--- src/rtl/bb_xlate.sv ---
module bb_xlate #(
  parameter int AW = 32
) (
  input  logic          clk,
  input  logic          rst_n,
  input  logic          priv_mode,
  input  logic          cfg_we,
  input  logic [1:0]    cfg_sel,
  input  logic [AW-1:0] cfg_wdata,
  output logic [AW-1:0] cfg_rdata,
  output logic          priv_err,
  input  logic          fetch_req,
  input  logic [AW-1:0] fetch_addr,
  output logic [AW-1:0] fetch_paddr,
  output logic          fetch_ok,
  output logic          fetch_fault,
  input  logic          data_req,
  input  logic [AW-1:0] data_addr,
  output logic [AW-1:0] data_paddr,
  output logic          data_ok,
  output logic          data_fault
);
  localparam logic [AW-1:0] LIMIT_MAX = '1;

  logic [AW-1:0] ibase, ilim, dbase, dlim;
  logic          wr_ok, wr_bad;

  assign wr_ok  = cfg_we &  priv_mode;
  assign wr_bad = cfg_we & ~priv_mode;

  always_ff @(posedge clk) begin
    if (!rst_n) begin
      ibase    <= '0;
      ilim     <= LIMIT_MAX;
      dbase    <= '0;
      dlim     <= LIMIT_MAX;
      priv_err <= 1'b0;
    end else begin
      if (wr_bad) priv_err <= 1'b1;
      if (wr_ok) begin
        case (cfg_sel)
          2'd0: ibase <= cfg_wdata;
          2'd1: ilim  <= cfg_wdata;
          2'd2: dbase <= cfg_wdata;
          default: dlim <= cfg_wdata;
        endcase
      end
    end
  end

  always_comb begin
    case (cfg_sel)
      2'd0: cfg_rdata = ibase;
      2'd1: cfg_rdata = ilim;
      2'd2: cfg_rdata = dbase;
      default: cfg_rdata = dlim;
    endcase
  end

  assign fetch_paddr = ibase + fetch_addr;
  assign fetch_fault = fetch_req & (fetch_addr >= ilim);
  assign fetch_ok    = fetch_req & ~fetch_fault;

  assign data_paddr  = dbase + data_addr;
  assign data_fault  = data_req & (data_addr >= dlim);
  assign data_ok     = data_req & ~data_fault;

  a_r6_user_write_ignored: assert property (@(posedge clk) disable iff (!rst_n)
    wr_bad |=> $stable(ibase) && $stable(ilim) && $stable(dbase) && $stable(dlim));

  a_r7_err_sets: assert property (@(posedge clk) disable iff (!rst_n)
    wr_bad |=> priv_err);

  a_r7_err_sticky: assert property (@(posedge clk) disable iff (!rst_n)
    priv_err |=> priv_err);

  a_r5_fetch_base_load: assert property (@(posedge clk) disable iff (!rst_n)
    (wr_ok && cfg_sel == 2'd0) |=> ibase == $past(cfg_wdata));

  a_r4_data_pair_kept: assert property (@(posedge clk) disable iff (!rst_n)
    (wr_ok && cfg_sel[1] == 1'b0) |=> $stable(dbase) && $stable(dlim));
endmodule

--- config.mk ---
export PLATFORM = sky130hd
export DESIGN_NAME = bb_xlate
export DESIGN_NICKNAME = d
export VERILOG_FILES = /design/src/rtl/bb_xlate.sv
export SDC_FILE = /design/constraint.sdc
export NUM_CORES = 1
export LEC_CHECK = 0
export BUFFER_PORTS_ARGS = -buffer_cell sky130_fd_sc_hd__buf_2
export CORE_MARGIN = 4
export CORE_UTILIZATION = 30
export DETAILED_ROUTE_END_ITERATION = 16
export PLACE_DENSITY = 0.48
export SYNTH_ARGS = -nofsm -noshare
export SYNTH_HDL_FRONTEND = slang
export SYNTH_SLANG_ARGS = --single-unit
--- constraint.sdc ---
create_clock -name clk -period 2.6 [get_ports clk]
set_input_delay 0 -clock clk [delete_from_list [all_inputs] [get_ports clk]]
set_output_delay 0 -clock clk [all_outputs]
set_load 0.03 [all_outputs]
# [Yosys cells after proc, flatten, opt, wreduce, memory -nomap -nowiden]
# Index checks and enable logic that the tools add are counted.
# Widths: inputs -> output; s select.
[op_classes] n_addsub=2 n_lt_le_gt_ge=2 eq_ne=2 mux=1 n_bitwise=10 reduce_logical=6
[ops] operator="$pmux 32 s3" n=1
[ops] operator="$add 32x32->32" n=2
[ops] operator="$ge 32x32->1" n=2
[ops] operator="$reduce_and 2->1" n=4
[ops] operator="$and 1x1->1" n=6
[ops] operator="$not 1->1" n=4
[ops] operator="$reduce_or 3->1" n=1
[ops] operator="$eq 2x1->1 const B" n=1
[ops] operator="$eq 2x2->1 const B" n=1
[ops] operator="$logic_not 2->1" n=1
[word_totals] reg_bits=129 output_inout_bits=101 wordCells=28

# [Logic depth before layout (Yosys ltp)]
# Gate-level depths: netlist of the first run.
[depth] ltp_word=4 ltp_mapped=10 depth_no_buf=10

# [Worst setup path before layout of the first run]
# OpenSTA, ideal clock, no wires.
[synth_timing] path_kind="register -> output" from="register ibase[0]" to="output fetch_paddr[26]" arrival_ns=2.653 slack_ns=-0.053 path_stages_with_launch=11 n_path_buf=0 cell_sequence="dfxtp_1 -> ha_1 -> fa_1 -> a21oi_1 -> o2bb2ai_1 -> o31ai_4 -> a2111oi_4 -> o311ai_1 -> and2_2 -> o21ai_1 -> xor2_1"
[synth_via] elab_chain_cells=1
[synth_lines] item="from (decl)" line="25" text="logic [AW-1:0] ibase, ilim, dbase, dlim;"
[synth_lines] item="from (signal assigned)" line="42" text="2'd0: ibase <= cfg_wdata;"
[synth_lines] item="$add 32x32->32" line="60" text="assign fetch_paddr = ibase + fetch_addr;"
[synth_lines] item="to (decl)" line="14" text="output logic [AW-1:0] fetch_paddr,"
# Every way passes these cells.

# [Final worst setup path of the first run]
[layout_timing] from="register ibase[0]" to="output fetch_paddr[30]"
# The elaborated chain is that of the path after synthesis.

==> results of run 1 <==
cell type report:
type | instances | area, um2
timing repair buffer | 359 | 2560
inverter | 78 | 293
clock inverter | 7 | 60.1
multi-input combinational | 932 | 7680
antenna | 2 | 5.00
fill | 3295 | 18600
tap | 442 | 553
clock buffer | 25 | 465
sequential | 129 | 2610
metal layers:
| layer | track usage, % | vias to the layer above |
|---|---|---|
| li1 | - | 4949 |
| met1 | 27.8 | 4524 |
| met2 | 28.2 | 237 |
| met3 | 2.96 | 46 |
| met4 | 5.39 | 4 |
| met5 | 0 | - |
cell usage after synthesis, types with 3 or more instances:
master and n:
nand2_1 236, a211oi_1 4, nand4_1 16, o21a_1 11
a21oi_1 77, a2111oi_0 3, nand2b_1 6, buf_1 3
a221oi_1 3, ha_1 126, clkbuf_1 49, inv_1 78
xnor2_1 34, and2_1 7, a21boi_0 64, and3_1 5
a31oi_1 3, nor2b_1 9, xor2_1 26, o21ai_0 34
mux4_2 32, nor4_1 3, dfxtp_1 129, o21bai_1 9
a21o_1 48, or3_1 3, nand3_1 8, o31ai_1 4
o211ai_1 71, nor3_1 7, nor2_1 37, a211o_1 3
through the flow:
step	worst slack (ps)	hold WS, ps	utilization [%]	TNS (ps)
detailed placement	-251	290	37.0	-1970
global route	-624	142	43.4	-12770
CTS	-608	107	42.1	-8950
global placement	-230	280	37.0	-1580
finish	-472	110	43.4	-7910
floorplan	5.33	138	-	0
power breakdown:
group / total (mW) / internal (mW) / switching [mW]
sequential: 2.08 / 2.03 / 0.0457
combinational: 1.65 / 0.696 / 0.958
clock: 2.18 / 1.33 / 0.850
total: 5.91 / 4.06 / 1.85
critical path, delay by kind of cell (launching register included):
| kind | cells | cell delay [ps] |
|---|---|---|
| AOI/OAI and AO/OA | 7 | 1400 |
| adders and majority gates | 2 | 520 |
| buffers and inverters | 2 | 320 |
| DFF | 1 | 350 |
| and+or+nand+nor | 1 | 40 |
path summary, 6_finish.rpt:
check,endpoint,slack [ps],depth (start not counted)
max reg2reg,ibase[1],1600,5
min,dlim[11],110,2
max,fetch_paddr[30],-470,12
min reg2reg,priv_err,460,1
repair_timing:
item,4_1_cts,5_1_grt
endpoints found under the hold margin,129,0
buffers inserted,15,15
setup endpoints to repair,42,46
gates resized for setup,154,89
pin swaps,63,52
hold buffers,34,0
state kept, by name, indices dropped and copies added, names as in the netlist:
| signal | cells |
|---|---|
| dbase | 32 |
| dlim | 32 |
| ibase | 32 |
| ilim | 32 |
| priv_err | 1 |
cell families (layout without fill, tap and decap cells):
group,count (synthesis),after routing
mux,32,32
simple gates,348,348
flops,129,129
compound gates,364,364
buf+inv,133,469
fa+ha+maj,128,128
other cells,0,2
xor+xnor,60,60
==> results by group, run 1 <==
Run status
  – Run status: finished, violations left
  – Violations in the final reports: negative setup slack

Floorplan
  – X dimension of the die: 191 um
  – Boundary pin count: 205
  – Floorplan die area: 36500 um2
  – Die height: 191 um
  – CORE AREA: 32800 um2
  – Site Rows: 66
  – Initial cell density of the core: 30.6%

Power and ir drop
  – PD cells: 416 nW/um2
  – Total power draw: 5.91 mW
  – Maximum vdd drop: 0.318 mV
  – Leakage dissipation: 6.81 nW

Routing
  – Length of routed met3 wiring: 1690 um
  – Routed metal-1 wirelength: 17600 um
  – Antenna viol nets, final: 0
  – Number of DRC violations after detailed routing: 0
  – Final Routed Wirelength: 35100 um
  – Highest metal layer with signal wires: met5
  – Pre-Repair DR Iteration Count: 5
  – Iteration-0 DRC count of the detailed router: 356
  – Drt via density: 4.94
  – Via count: 9760
  – Total met2 wirelength after detailed routing: 15000 um
  – Wirelength per Cell: 17.8 um

Timing
  – Final hold violation count: 0
  – Peak Freq: 326 MHz
  – Clock period minus final worst setup slack: 3070 ps
  – Unrepaired setup endpoints after global routing: yes
  – Max Slew Vio Count: 0
  – Setup-failing EPs final: 35
  – Slew of the pin with the lowest slew margin: 699 ps
  – Setup slack after layout: -472 ps
  – Worst clock skew: 0 ps
  – Slew margin rel.: 53.4%
  – Final cycle utilization of the critical path: 118%

GRT
  – Total Routing Usage GR: 18.8%
  – Pin count of the biggest net entering global routing: 71
  – Vias in the first global route: 9686
  – Global route overflow: 0
  – Global-route wire length before repair: 53700 um
  – Antenna violations before repair: 3

Run
  – Max-capacitance violation count: 0

Clock tree
  – Source-to-sink clock delay at the later pin of the worst-skew pair: 420 ps
  – Clock edge transition at the registers on the reported setup and hold paths: 50 ps
  – Clock tree from TritonCTS: done
  – Max Root-Sink Buffers: 2
  – H-Tree Depth: 4
  – CTS root buf: clkbuf_16
  – # clock sinks: 129
  – Cts bufs inserted: 17

Yosys
  – Combinational family with the most area after synthesis: compound AO/OA/AOI/OAI gates
  – Largest area contributor in the netlist: dfxtp_1
  – Number of flops mapped to enable cells by yosys: 0
  – Fraction of the mapped netlist area in compound gates: 25.6%
  – Mean post-synth cell area: 8.41 um2
  – Net count after synthesis: 1426
  – Area of the mapped netlist: 10000 um2
  – Post-synth cell types: 70
  – Post-synthesis share of cell area spent on xor and xnor gates: 5.23%
  – Count of state elements after synthesis: 129
  – Count of yosys warnings during synthesis: 0
  – Top cell type's share of synthesized area: 25.7%
  – Leading register cell type out of synthesis: dfxtp_1
  – Adder-cell share of the synthesized area: 16.1%
  – Sequential share of the synthesized area: 25.7%
  – Dominant cells by area after synthesis: dfxtp_1 26%, ha_1 16%, nand2_1 8.8%
  – Multiplexer area fraction after synthesis: 7.18%
  – Async set-reset flop share out of synthesis: 0%
  – Post-synthesis cell count: 1194
  – Synthesized-area fraction occupied by and/or/nand/nor cells: 14.9%

Critical path
  – Crit path largest cell delay: 360 ps
  – First element of the critical path: ibase[0]
  – Critical path endpoint category: output port
  – Crit path kind: reg -> out
  – Largest driver fanout on the critical path: 3
  – Data required time of the worst path: 2600 ps
  – Arrival time of data at the critical path endpoint: 3070 ps
  – Cell breakdown of the critical path: ha_4, fa_2, a21oi_4, o2bb2ai_4, o31ai_4, a2111oi_4, o311ai_1, buf_4, o21a_4, nor4bb_1, a311o_1, buf_6
  – Element type at the critical path start: register
  – R2r startpoint: ibase[1]
  – Master of the slowest instance on the critical path: fa_2

Placement
  – Total half-perimeter wirelength after legalization and detailed placement: 28300 um
  – Buffers added on ports: 204
  – Final weighted congestion in routability-driven placement: 0.878
  – # placed instances: 1883
  – Placed standard-cell area: 12100 um2

Min path
  – HP Class: in -> reg
  – Launch instance of the worst min-delay path: rst_n

Layout
  – Top library cells by usage in the layout, fill and taps aside: 236 x nand2_1, 157 x buf_2, 126 x buf_4, 111 x dfxtp_1, 109 x ha_1
  – Total number of nets in the final design: 1749
  – Post-route insts no fill: 1974
  – Area overhead of the layout relative to synthesis: 41.7%
  – Non-Filler Cell Area, Final: 14200 um2
  – Fraction of layout cells with a size suffix above 1: 33.5%
  – Most common cell after layout, fill and taps aside: nand2_1
Note: power is estimated with default switching activity, not from simulation.
==> run 2: changes to the inputs <==
--- a/config.mk
+++ b/config.mk
@@ -5,6 +5,7 @@
 export SDC_FILE = /design/constraint.sdc
 export NUM_CORES = 1
 export LEC_CHECK = 0
+export ABC_AREA = 1
 export BUFFER_PORTS_ARGS = -buffer_cell sky130_fd_sc_hd__buf_2
 export CORE_MARGIN = 4
 export CORE_UTILIZATION = 30
==> results by group, run 2 <==
Yosys
  – Leading register cell type out of synthesis: dfxtp_1
  – Largest area contributor in the netlist: dfxtp_1
  – Post-synthesis cell count: 1680
  – Commonest cells in the netlist: 388 x nand2_1, 251 x nor2_1, 217 x inv_1
  – Sequential share of the synthesized area: 24.2%
  – Post-synthesis share of cell area spent on xor and xnor gates: 2.62%
  – Top cell type's share of synthesized area: 24.2%
  – Count of yosys warnings during synthesis: 0
  – Adder-cell share of the synthesized area: 15.1%
  – Fraction of the mapped netlist area in compound gates: 20.8%
  – Synthesized-area fraction occupied by and/or/nand/nor cells: 27.2%
  – Multiplexer area fraction after synthesis: 0%
  – Count of state elements after synthesis: 129
  – Mean post-synth cell area: 6.36 um2
  – Combinational family with the most area after synthesis: simple AND/OR/NAND/NOR gates
  – Number of flops mapped to enable cells by yosys: 0
  – Post-synth cell types: 32
  – Dominant cells by area after synthesis: dfxtp_1 24%, ha_1 15%, nand2_1 14%
  – Area of the mapped netlist: 10700 um2
  – Async set-reset flop share out of synthesis: 0%
  – Most instantiated library cell after synthesis: nand2_1
  – Net count after synthesis: 1912

Floorplan
  – X dimension of the die: 197 um
  – CORE AREA: 34800 um2
  – Die height: 197 um
  – Initial cell density of the core: 30.7%
  – Floorplan die area: 38700 um2
  – Site Rows: 68
  – Boundary pin count: 205

Layout
  – Most common cell after layout, fill and taps aside: nand2_1
  – Fraction of layout cells with a size suffix above 1: 13.7%
  – Total number of nets in the final design: 2126
  – Area overhead of the layout relative to synthesis: 21.6%
  – Non-Filler Cell Area, Final: 13000 um2
  – Top library cells by usage in the layout, fill and taps aside: 382 x nand2_1, 251 x nor2_1, 217 x inv_1, 201 x buf_2, 178 x o21ai_0

Critical path
  – Crit path kind: reg -> out
  – Arrival time of data at the critical path endpoint: 2380 ps
  – Critical path endpoint category: output port
  – Largest driver fanout on the critical path: 4
  – Data required time of the worst path: 2600 ps
  – Element type at the critical path start: register

Routing
  – Antenna viol nets, final: 0
  – Final Routed Wirelength: 39900 um
  – Wirelength per Cell: 16.9 um
  – Pre-Repair DR Iteration Count: 7
  – Number of DRC violations after detailed routing: 0
  – Iteration-0 DRC count of the detailed router: 645
  – Drt via density: 4.82
  – Via count: 11400

Clock tree
  – Source-to-sink clock delay at the later pin of the worst-skew pair: 410 ps
  – Cts bufs inserted: 17
  – Max Root-Sink Buffers: 2
  – Post-CTS Repair Setup Buffers: 0
  – Clock tree from TritonCTS: done
  – Clock edge transition at the registers on the reported setup and hold paths: 60 ps
  – CTS root buf: clkbuf_16
  – H-Tree Depth: 4
  – # clock sinks: 129

Timing
  – Slew of the pin with the lowest slew margin: 1190 ps
  – Unrepaired setup endpoints after global routing: no
  – Final cycle utilization of the critical path: 91.6%
  – Clock period minus final worst setup slack: 2380 ps
  – Peak Freq: 420 MHz
  – Final hold violation count: 0
  – Worst clock skew: 0 ps
  – Slew margin rel.: 20.8%
  – Post-Route Setup TNS: 0 ps
  – Setup-failing EPs final: 0
  – Setup slack after layout: 218 ps
  – Max Slew Vio Count: 0

Min path
  – HP Class: in -> reg

Power and ir drop
  – Maximum vdd drop: 0.447 mV
  – Leakage dissipation: 7.02 nW
  – PD cells: 470 nW/um2
  – Total power draw: 6.10 mW

Placement
  – Total half-perimeter wirelength after legalization and detailed placement: 33200 um
  – Buffers added on ports: 204
  – Final weighted congestion in routability-driven placement: 0.896
  – Placed standard-cell area: 12100 um2
  – Worst setup timing slack at the placement stage: 494 ps

Run status
  – Run status: complete, no violations

GRT
  – Global-route wire length before repair: 61300 um
  – Pin count of the biggest net entering global routing: 64
  – Global route overflow: 0
  – Vias in the first global route: 11000
  – Total Routing Usage GR: 20.0%
  – Antenna violations before repair: 1

Run
  – Max-capacitance violation count: 0
## run 2: worst paths after layout
path,to,slack [ps],cells past startpoint,startpoint
max reg2reg,priv_err,1430,3,priv_err
max,data_paddr[29],220,11,dbase[2]
min reg2reg,dlim[20],510,2,dlim[20]
min,dlim[0],170,4,priv_mode
## run 2: metrics by stage
step	util (%)	instances	hold slack [ps]
finish	37.4	2362	172
global placement	34.7	2295	249
global route	37.4	2362	201
floorplan	-	1680	126
detailed placement	34.7	2295	254
CTS	37.2	2361	157
## run 2: cell type report
type,instances,area (um2)
multi-input combinational,1281,7040
antenna,1,2.50
fill,3807,21800
clock inverter,6,55.1
tap,455,569
sequential,129,2580
clock buffer,25,495
timing repair buffer,245,1420
inverter,220,826
## run 2: kinds of logic after synthesis
group	after synthesis
simple gates	725
xor+xnor	32
flops	129
buf+inv	270
fa+ha+maj	128
compound gates	396
## run 2: critical path: stages, from the launching register on
cell	delay, ps
dfxtp_1	440
ha_1	320
a21oi_1	150
nand2_1	110
nand3_1	90
nand2_1	120
nand2_1	90
nand2_1	120
nand2_1	150
nand3_1	80
nand2_1	90
buf_2	200
## run 2: report_power, final
part | switching (mW) | internal, mW
logic | 1.21 | 0.547
registers | 0.0559 | 2.05
clock network | 0.844 | 1.40
total | 2.11 | 4.00
## run 2: repair_timing
| item | in CTS | in global routing |
|---|---|---|
| endpoints found under the setup margin | 0 | 10 |
| hold endpoints to repair | 129 | 0 |
| hold buffers | 35 | 0 |
| resized for setup | 0 | 13 |
## run 2: metal layers
layer,up-vias,GRT usage [%],wire length [um]
li1,5968,-,-
met1,5075,30.3,20500
met2,307,30.3,16900
met3,31,2.32,1950
met4,0,4.49,601
met5,-,0,0
